File: src/rtl/fag_pkg.sv
package fag_pkg;

  typedef struct packed {
    logic ext_en;
    logic promisc;
    logic phys_rx_dis;
    logic bcast_rx_dis;
    logic full_duplex;
    logic fd_rej_en;
  } fag_cfg_t;

  typedef enum logic [1:0] {
    WHY_NONE    = 2'd0,
    WHY_PROMISC = 2'd1,
    WHY_HIT     = 2'd2,
    WHY_EXT     = 2'd3
  } fag_reason_t;

endpackage

File: src/rtl/fag_window.sv
module fag_window #(
  parameter int CNT_W  = 16,
  parameter int WIN_LO = 2,
  parameter int WIN_HI = 512
) (
  input  logic             clk,
  input  logic             rst,
  input  logic             sfd_seen,
  input  logic             rx_active,
  input  logic [CNT_W-1:0] bit_cnt,
  input  logic             reject_n,
  input  logic             honour,
  output logic             rej_flag
);
  localparam logic [CNT_W-1:0] LO = CNT_W'(WIN_LO);
  localparam logic [CNT_W-1:0] HI = CNT_W'(WIN_HI);

  logic in_win;
  assign in_win = (bit_cnt >= LO) && (bit_cnt <= HI);

  always_ff @(posedge clk) begin
    if (rst)
      rej_flag <= 1'b0;
    else if (sfd_seen)
      rej_flag <= 1'b0;
    else if (rx_active && honour && in_win && !reject_n)
      rej_flag <= 1'b1;
  end

  AST_SFD_CLEARS: assert property (@(posedge clk) disable iff (rst)
    sfd_seen |=> !rej_flag);
  AST_FLAG_STICKY: assert property (@(posedge clk) disable iff (rst)
    (rej_flag && !sfd_seen) |=> rej_flag);
  AST_SET_IN_WINDOW: assert property (@(posedge clk) disable iff (rst)
    $rose(rej_flag) |-> $past(!reject_n && bit_cnt >= LO && bit_cnt <= HI));

endmodule

File: src/rtl/fag_policy.sv
module fag_policy #(
  parameter int LAF_W = 64
) (
  input  fag_pkg::fag_cfg_t  cfg,
  input  logic               phys_hit,
  input  logic               lfilt_hit,
  input  logic               bcast_frame,
  input  logic [LAF_W-1:0]   lfilt_bits,
  input  logic               rej_flag,
  output logic               honour,
  output logic               verdict_keep,
  output fag_pkg::fag_reason_t reason
);
  import fag_pkg::*;

  logic internal_hit;
  logic internal_off;

  assign honour       = cfg.ext_en && (!cfg.full_duplex || cfg.fd_rej_en);
  assign internal_hit = (phys_hit && !cfg.phys_rx_dis) || lfilt_hit ||
                        (bcast_frame && !cfg.bcast_rx_dis);
  assign internal_off = !cfg.promisc && cfg.phys_rx_dis && cfg.bcast_rx_dis &&
                        (lfilt_bits == '0);

  always_comb begin
    verdict_keep = 1'b0;
    reason       = WHY_NONE;
    if (cfg.promisc) begin
      verdict_keep = 1'b1;
      reason       = WHY_PROMISC;
    end else if (internal_hit) begin
      verdict_keep = 1'b1;
      reason       = WHY_HIT;
    end else if (cfg.ext_en && internal_off) begin
      verdict_keep = !rej_flag;
      reason       = WHY_EXT;
    end
  end

endmodule

File: src/rtl/fag_edge.sv
module fag_edge (
  input  logic clk,
  input  logic rst,
  input  logic rx_active,
  input  logic verdict_keep,
  output logic frame_keep,
  output logic frame_drop
);
  logic rx_q;
  logic fall;

  assign fall = rx_q && !rx_active;

  always_ff @(posedge clk) begin
    if (rst) begin
      rx_q       <= 1'b0;
      frame_keep <= 1'b0;
      frame_drop <= 1'b0;
    end else begin
      rx_q       <= rx_active;
      frame_keep <= fall && verdict_keep;
      frame_drop <= fall && !verdict_keep;
    end
  end

  AST_ONE_VERDICT: assert property (@(posedge clk) disable iff (rst)
    !(frame_keep && frame_drop));
  AST_SINGLE_PULSE: assert property (@(posedge clk) disable iff (rst)
    (frame_keep || frame_drop) |=> !(frame_keep || frame_drop));
  AST_AT_END_ONLY: assert property (@(posedge clk) disable iff (rst)
    (frame_keep || frame_drop) |-> !$past(rx_active));

endmodule

File: src/rtl/frame_accept_gate.sv
module frame_accept_gate #(
  parameter int CNT_W  = 16,
  parameter int LAF_W  = 64,
  parameter int WIN_LO = 2,
  parameter int WIN_HI = 512
) (
  input  logic             clk,
  input  logic             rst,
  input  logic             rx_active,
  input  logic             sfd_seen,
  input  logic [CNT_W-1:0] bit_cnt,
  input  logic             reject_n,
  input  logic             phys_hit,
  input  logic             lfilt_hit,
  input  logic             bcast_frame,
  input  logic [LAF_W-1:0] lfilt_bits,
  input  logic             ext_en,
  input  logic             promisc,
  input  logic             phys_rx_dis,
  input  logic             bcast_rx_dis,
  input  logic             full_duplex,
  input  logic             fd_rej_en,
  output logic             frame_keep,
  output logic             frame_drop
);
  import fag_pkg::*;

  fag_cfg_t    cfg;
  logic        honour;
  logic        rej_flag;
  logic        verdict_keep;
  fag_reason_t reason;

  assign cfg = '{ext_en: ext_en, promisc: promisc, phys_rx_dis: phys_rx_dis,
                 bcast_rx_dis: bcast_rx_dis, full_duplex: full_duplex,
                 fd_rej_en: fd_rej_en};

  fag_window #(.CNT_W(CNT_W), .WIN_LO(WIN_LO), .WIN_HI(WIN_HI)) u_window (
    .clk(clk), .rst(rst), .sfd_seen(sfd_seen), .rx_active(rx_active),
    .bit_cnt(bit_cnt), .reject_n(reject_n), .honour(honour),
    .rej_flag(rej_flag)
  );

  fag_policy #(.LAF_W(LAF_W)) u_policy (
    .cfg(cfg), .phys_hit(phys_hit), .lfilt_hit(lfilt_hit),
    .bcast_frame(bcast_frame), .lfilt_bits(lfilt_bits), .rej_flag(rej_flag),
    .honour(honour), .verdict_keep(verdict_keep), .reason(reason)
  );

  fag_edge u_edge (
    .clk(clk), .rst(rst), .rx_active(rx_active), .verdict_keep(verdict_keep),
    .frame_keep(frame_keep), .frame_drop(frame_drop)
  );

  AST_PROMISC_KEEPS: assert property (@(posedge clk) disable iff (rst)
    ($fell(rx_active) && !$past(rst) && promisc) |=> frame_keep);
  AST_PHYS_HIT_KEEPS: assert property (@(posedge clk) disable iff (rst)
    ($fell(rx_active) && !$past(rst) && phys_hit && !phys_rx_dis) |=> frame_keep);
  AST_REASON_MATCHES: assert property (@(posedge clk) disable iff (rst)
    (reason == WHY_NONE) |-> !verdict_keep);

endmodule

File: config.mk
export PLATFORM = sky130hd
export DESIGN_NAME = frame_accept_gate
export DESIGN_NICKNAME = d
export VERILOG_FILES = /design/src/rtl/fag_pkg.sv /design/src/rtl/fag_window.sv /design/src/rtl/fag_policy.sv /design/src/rtl/fag_edge.sv /design/src/rtl/frame_accept_gate.sv
export SDC_FILE = /design/constraint.sdc
export NUM_CORES = 1
export LEC_CHECK = 0
export BUFFER_PORTS_ARGS = -buffer_cell sky130_fd_sc_hd__buf_4
export CAP_MARGIN = 5
export CORE_ASPECT_RATIO = 0.9
export CORE_UTILIZATION = 19
export DETAILED_ROUTE_END_ITERATION = 8
export PLACE_DENSITY = 0.76
export SETUP_SLACK_MARGIN = 0.5
export SYNTH_ARGS = -nofsm -noshare
export SYNTH_HDL_FRONTEND = slang
export SYNTH_SLANG_ARGS = --single-unit
export TNS_END_PERCENT = 100
File: constraint.sdc
create_clock -name clk -period 1.45 [get_ports clk]
set_clock_uncertainty 0.2 [all_clocks]
set_input_delay 0.0725 -clock clk [delete_from_list [all_inputs] [get_ports clk]]
set_output_delay 0.0725 -clock clk [all_outputs]
set_load 0.02 [all_outputs]
# Word level (Yosys, flattened, before mapping)
# Cells that the tools add are included.
# classes
bitwise_logic	0
reduce_logical	27
eq_ne	0
n_addsub	0
n_mux	3
shifts	0
mul	0
magnitude_cmp	2
div_mod_pow	0
# op_table
operator	count
zero test 64 bit	1
>= comparator 16 x 2 -> 1 bit (second input constant)	1
less-or-equal comparator 16 x 10 -> 1 bit (second input constant)	1
logical AND 1 bit	14
zero test 1 bit	8
logical OR 1 bit	3
two-way mux 1 bit	3
OR reduction 2 bit	1
# totals
ram_bits	0
memories	0
latchBits	0
rom_bits	0
regBits	4
inputBits	94

# Longest topological paths before layout
# logic_depth
depth_word	10
mapped_depth	5

# Hierarchy
# Synthesis repeated with hierarchy kept, for this count alone.
# unflattened
hier_cells	51
hier_area_um2	420.4
# modules_own_cells
module	area_per_inst_um2	instances	cells_per_inst	seq_area_each_um2
fag_policy	227.7	1	34	0.0
fag_edge	96.3	1	6	60.1
fag_window	96.3	1	11	20.0

# Worst setup path after synthesis
# No wires, ideal clock.
# synth_timing
path_kind	flip-flop to flip-flop
startpoint	reg u_window.rej_flag
endpoint	reg u_edge.frame_drop
t_arrival_ps	1044
path_slack_ps	91
path_stages_with_launch	6
setup_time_ps	115
required_ps	1135
path_buffers	0
period_less_slack_ps	1359
path_cell_list	dfxtp_1 nor4_1 nand4_1 nor4_2 a21oi_2 nor2b_4
# synth_between
elab_chain_cells	6
# synth_lines
element	line	rtl
from (decl)	fag_window.sv:13	output logic rej_flag
from (signal assigned)	fag_window.sv:23	rej_flag <= 1'b0;
from (signal assigned)	fag_window.sv:25	rej_flag <= 1'b0;
from (signal assigned)	fag_window.sv:27	rej_flag <= 1'b1;
zero test 1 bit	fag_policy.sv:35	verdict_keep = !rej_flag;
two-way mux 1 bit	fag_policy.sv:34	end else if (cfg.ext_en && internal_off) begin
two-way mux 1 bit	fag_policy.sv:31	end else if (internal_hit) begin
two-way mux 1 bit	fag_policy.sv:28	if (cfg.promisc) begin
zero test 1 bit	fag_edge.sv:22	frame_drop <= fall && !verdict_keep;
logical AND 1 bit	fag_edge.sv:22	
to (signal assigned)	fag_edge.sv:22	
to (decl)	fag_edge.sv:7	output logic frame_drop
# Every way passes these cells.
# A chain may end at the register's enable or synchronous reset.

# Worst setup path after layout
# Ends and elaborated chain as after synthesis.

==> results.md <==
Synthesis:
- In this run, distinct cell masters in the synthesized netlist total 19.
- During synthesis, Yosys emitted a total of 0 warnings.
- The dominant cell type by area after synthesis is sky130_fd_sc_hd__nor4_1.
- The share of the synthesized area in the top cell type is 28.0%.
- The net count after synthesis is ~140.
- The mapped cell area is between 300 and 400 sq um.
- The area fraction in compound gates after synthesis is approximately a tenth.
- The simple-gate share of the synthesized area is 65.8%.
- Measured against the total synthesized area, the mux share comes to 0%.
- The share of flip-flops with an asynchronous set or reset after synthesis is 0%.
- Counting flops and latches in the post-synthesis netlist gives 4.
- The commonest cells after synthesis are sky130_fd_sc_hd__nor4_1 (17), sky130_fd_sc_hd__dfxtp_1 (4), sky130_fd_sc_hd__nand4_1 (4), sky130_fd_sc_hd__nor2_1 (4).
- The cell count after synthesis is 49.
- The xor and xnor area share after synthesis is 0%.
- Among all flip-flop cells after synthesis, the most frequent one is sky130_fd_sc_hd__dfxtp_1.
- The post-synthesis adder-cell area fraction is 0%.
- Summing the sequential cell areas from Yosys gives between 20% and 30% of the chip area.
- Yosys mapped a number of flops with a built-in enable equal to 0.
- The average cell area after synthesis is 7.76 sq um.
- By area, the combinational part of the netlist is dominated by simple AND/OR/NAND/NOR gates.
- By area the synthesized netlist is led by sky130_fd_sc_hd__nor4_1 (28%), sky130_fd_sc_hd__dfxtp_1 (21%), sky130_fd_sc_hd__nand4_1 (6.6%), sky130_fd_sc_hd__nor4_4 (5.6%), sky130_fd_sc_hd__nor2_1 (3.9%).
- The most used standard cell by instance count after synthesis is sky130_fd_sc_hd__nor4_1.

Timing:
- The summed negative setup slack over all endpoints is 0 ns.
- Setup repair after global routing could not meet its margin everywhere.
- The final-report setup violation count is 0.
- The worst path uses between 80% and 90% of the clock period.
- The remaining max-slew budget at the tightest pin is about 78%.
- The maximum clock frequency is 786 MHz.
- At the pin with the least slew margin, the transition time is 0.333 ns.
- The final-report hold violation count came to 2.
- The smallest clock period supported by the final layout is computed as 1.27 ns.
- The final max-slew violation count was 0.
- The final hold slack is -0.211 ns.

Clock network:
- In this run, CTS created clock tree buffers numbering 3.
- The clock tree from TritonCTS is done.
- Clock latency on the worst-skew pair, taken at its later pin, is 0.24 ns.
- The number of setup buffers added after CTS is 0.
- No sink is reached through more buffers than the 2 on the longest clock path.
- The total clock sinks is 4.
- CTS built an H-tree with a depth of 1.
- The clock input transition at the sequential cells of the worst setup and hold paths is 0.04 ns.
- CTS placed an instance of sky130_fd_sc_hd__clkbuf_4 at the clock tree root.

Global route:
- The combined global-route utilization of all metal layers is 21.2%.
- The peak-usage layer in the global routing report is met2.
- Global routing used 47.1% of the available met2 tracks.
- The first global-routing pass estimated 3360 microns of wire.
- The number of antenna violations at the first check in global routing was 0.
- Summed over all layers, the global routing overflow is 0.
- The largest net degree at the start of global routing is 4.
- For met3 alone, demand over resource in global routing was 7.90%.
- The fraction of met1 tracks used by global routing is around 17%.
- The number of global-route vias before repair came to between 800 and 900.

Placement:
- The number of buffers inserted by port buffering is 95.
- After detailed placement, the total cell area comes to 1120 sq um.
- The weighted congestion at the end of routability-driven global placement is 0.716.

Detailed routing:
- The detailed router finished its first iteration with 2 violations.
- The via count is between 800 and 900.
- The number of search-and-repair iterations in the first detailed-routing pass is 2.
- Dividing the detail-routed wire length by the instance count gives 12.8 microns.
- The count of nets left with antenna violations after detail routing is 0.
- The via count normalized by instance count is between 4 and 5.
- In the routed design, unresolved DRC markers number 0.
- After detailed routing, the total wire length is 2210 microns.

Worst setup path:
- The worst endpoint data arrival time is 1.20 ns.
- The endpoint kind of the worst setup timing path is a flip-flop.
- The critical path is of the flip-flop to flip-flop type.
- The signal on the critical path passes through nor4_2 -> nand4_1 -> nor4_2 -> a21oi_2 -> nor2b_4.
- The critical path's slowest cell is sky130_fd_sc_hd__dfxtp_2.
- The critical path startpoint category is a flip-flop.
- The worst endpoint required time is 1.38 ns.
- By instance count, the cell type seen most on the critical path is sky130_fd_sc_hd__nor4_2.
- The largest stage delay on the critical path is 0.32 ns.
- The biggest fanout along the worst timing path is 2.

Floorplanning:
- In this run the standard cell core region covers 1770 sq um.
- The total die area is 2190 sq um.
- The placement row count is 14.
- The die span in y is about 44 microns.
- The horizontal die dimension is 49.2 microns.
- The number of top-level design ports is 96.
- The initial cell density of the core is 21.5%.

Run:
- The tool flagged a number of max-cap violations equal to 0.

Cells and area:
- The filler cells instantiated in the layout total between 150 and 200.
- The antenna diode instance count is 0.
- The proportion of layout cells with a drive suffix above 1 is 73.2%.
- The final cell area excluding filler cells is 1200 sq um.
- In the final design database the tool counted 245 nets.
- Compared with the post-synthesis result, the final layout area differs by 216%.
- The share of the core filled with cells in the final layout is 67.9%.

Status:
- The flow ran to the end, but the final reports show violations.
- The final reports fail on negative hold slack.

Pwr:
- In this run the power density over the cells is 410 nW/um^2.
- The worst-case vdd ir drop is between 0.0003 and 0.0004 V.
- Summed over all cells, the static leakage comes to between 0.5 and 0.6 nW.

Worst hold path:
- The path class of the tightest hold or removal check is primary input to flip-flop.
## per-stage QoR
step / hold slack [ns] / cells / worst slack [ns] / power (W)
global placement: 0.0397 / 168 / -0.0282 / 0.000333
global route: -0.229 / 173 / 0.0847 / 0.000532
detailed placement: 0.0432 / 168 / -0.0765 / 0.000340
CTS: -0.216 / 172 / 0.119 / 0.000494
floorplan: -0.0559 / 49 / 0.102 / 0.000140
finish: -0.211 / 173 / 0.178 / 0.000492
## final timing paths
| kind | start | endpoint | slack, ns | depth (start not counted) |
|---|---|---|---|---|
| min reg2reg | u_edge.rx_q | u_edge.frame_drop | 0.30 | 2 |
| max reg2reg | u_window.rej_flag | u_edge.frame_drop | 0.18 | 5 |
| min | sfd_seen | u_window.rej_flag | -0.21 | 2 |
| max | u_window.rej_flag | u_edge.frame_drop | 0.18 | 5 |
## flip-flops by register name, indices dropped and copies added (netlist names)
name / count
u_edge.frame_drop: 1
u_edge.frame_keep: 1
u_edge.rx_q: 1
u_window.rej_flag: 1
## critical path: cells and delay by family (launching register included)
kind,cells,cell delay [ns]
AND/OR/NAND/NOR,4,0.54
flip-flops,1,0.32
AO/OA/AOI/OAI,1,0.09
## metal layers
layer / part of all wire, % / wire length, microns
met4: 0.68 / 15
met3: 6.3 / 139
met5: 0 / 0
met2: 62 / 1370
met1: 31 / 685
## placed cells by master, fill, tap and decap left out, types with 2 or more instances in the layout
cell type	netlist	layout
sky130_fd_sc_hd__nor3_1	2	2
sky130_fd_sc_hd__dfxtp_1	4	2
sky130_fd_sc_hd__inv_1	3	3
sky130_fd_sc_hd__clkbuf_4	0	3
sky130_fd_sc_hd__nand2_1	3	3
sky130_fd_sc_hd__nor4_1	17	13
sky130_fd_sc_hd__buf_6	0	2
sky130_fd_sc_hd__nor4_2	1	5
sky130_fd_sc_hd__nand4_1	4	4
sky130_fd_sc_hd__buf_4	0	93
sky130_fd_sc_hd__dlygate4sd3_1	0	2
sky130_fd_sc_hd__dfxtp_2	0	2
sky130_fd_sc_hd__nor2_1	4	4
## what timing repair did
item / 4_1_cts / 5_1_grt
pin swaps: 2 / 1
hold buffers: 1 / 1
hold endpoints to repair: 4 / 3
endpoints found under the setup margin: 5 / 5
gates resized for setup: 7 / 1
## where the power goes
part / internal, W / switching (W) / leakage [nW]
Clock: 0.0000928 / 0.0000494 / 0.0138
Combinational: 0.000177 / 0.0000591 / 0.532
Sequential: 0.000113 / 0.000000780 / 0.0336
## cells by family (layout without fill, tap and decap cells)
group / after synthesis / in the layout
buf+inv: 3 / 103
compound gates: 5 / 5
flops: 4 / 4
simple gates: 37 / 37
## area by class of cell
class	instances	area, sq um	share of cell area (%)
Timing Repair Buffer	97	741	61.7
Multi-Input combinational cell	42	314	26.1
Sequential cell	4	82.6	6.88
Tap cell	24	30.0	2.50
Clock buffer	3	22.5	1.88
Inverter	3	11.3	0.938
Power figures use the tool's default switching activity.
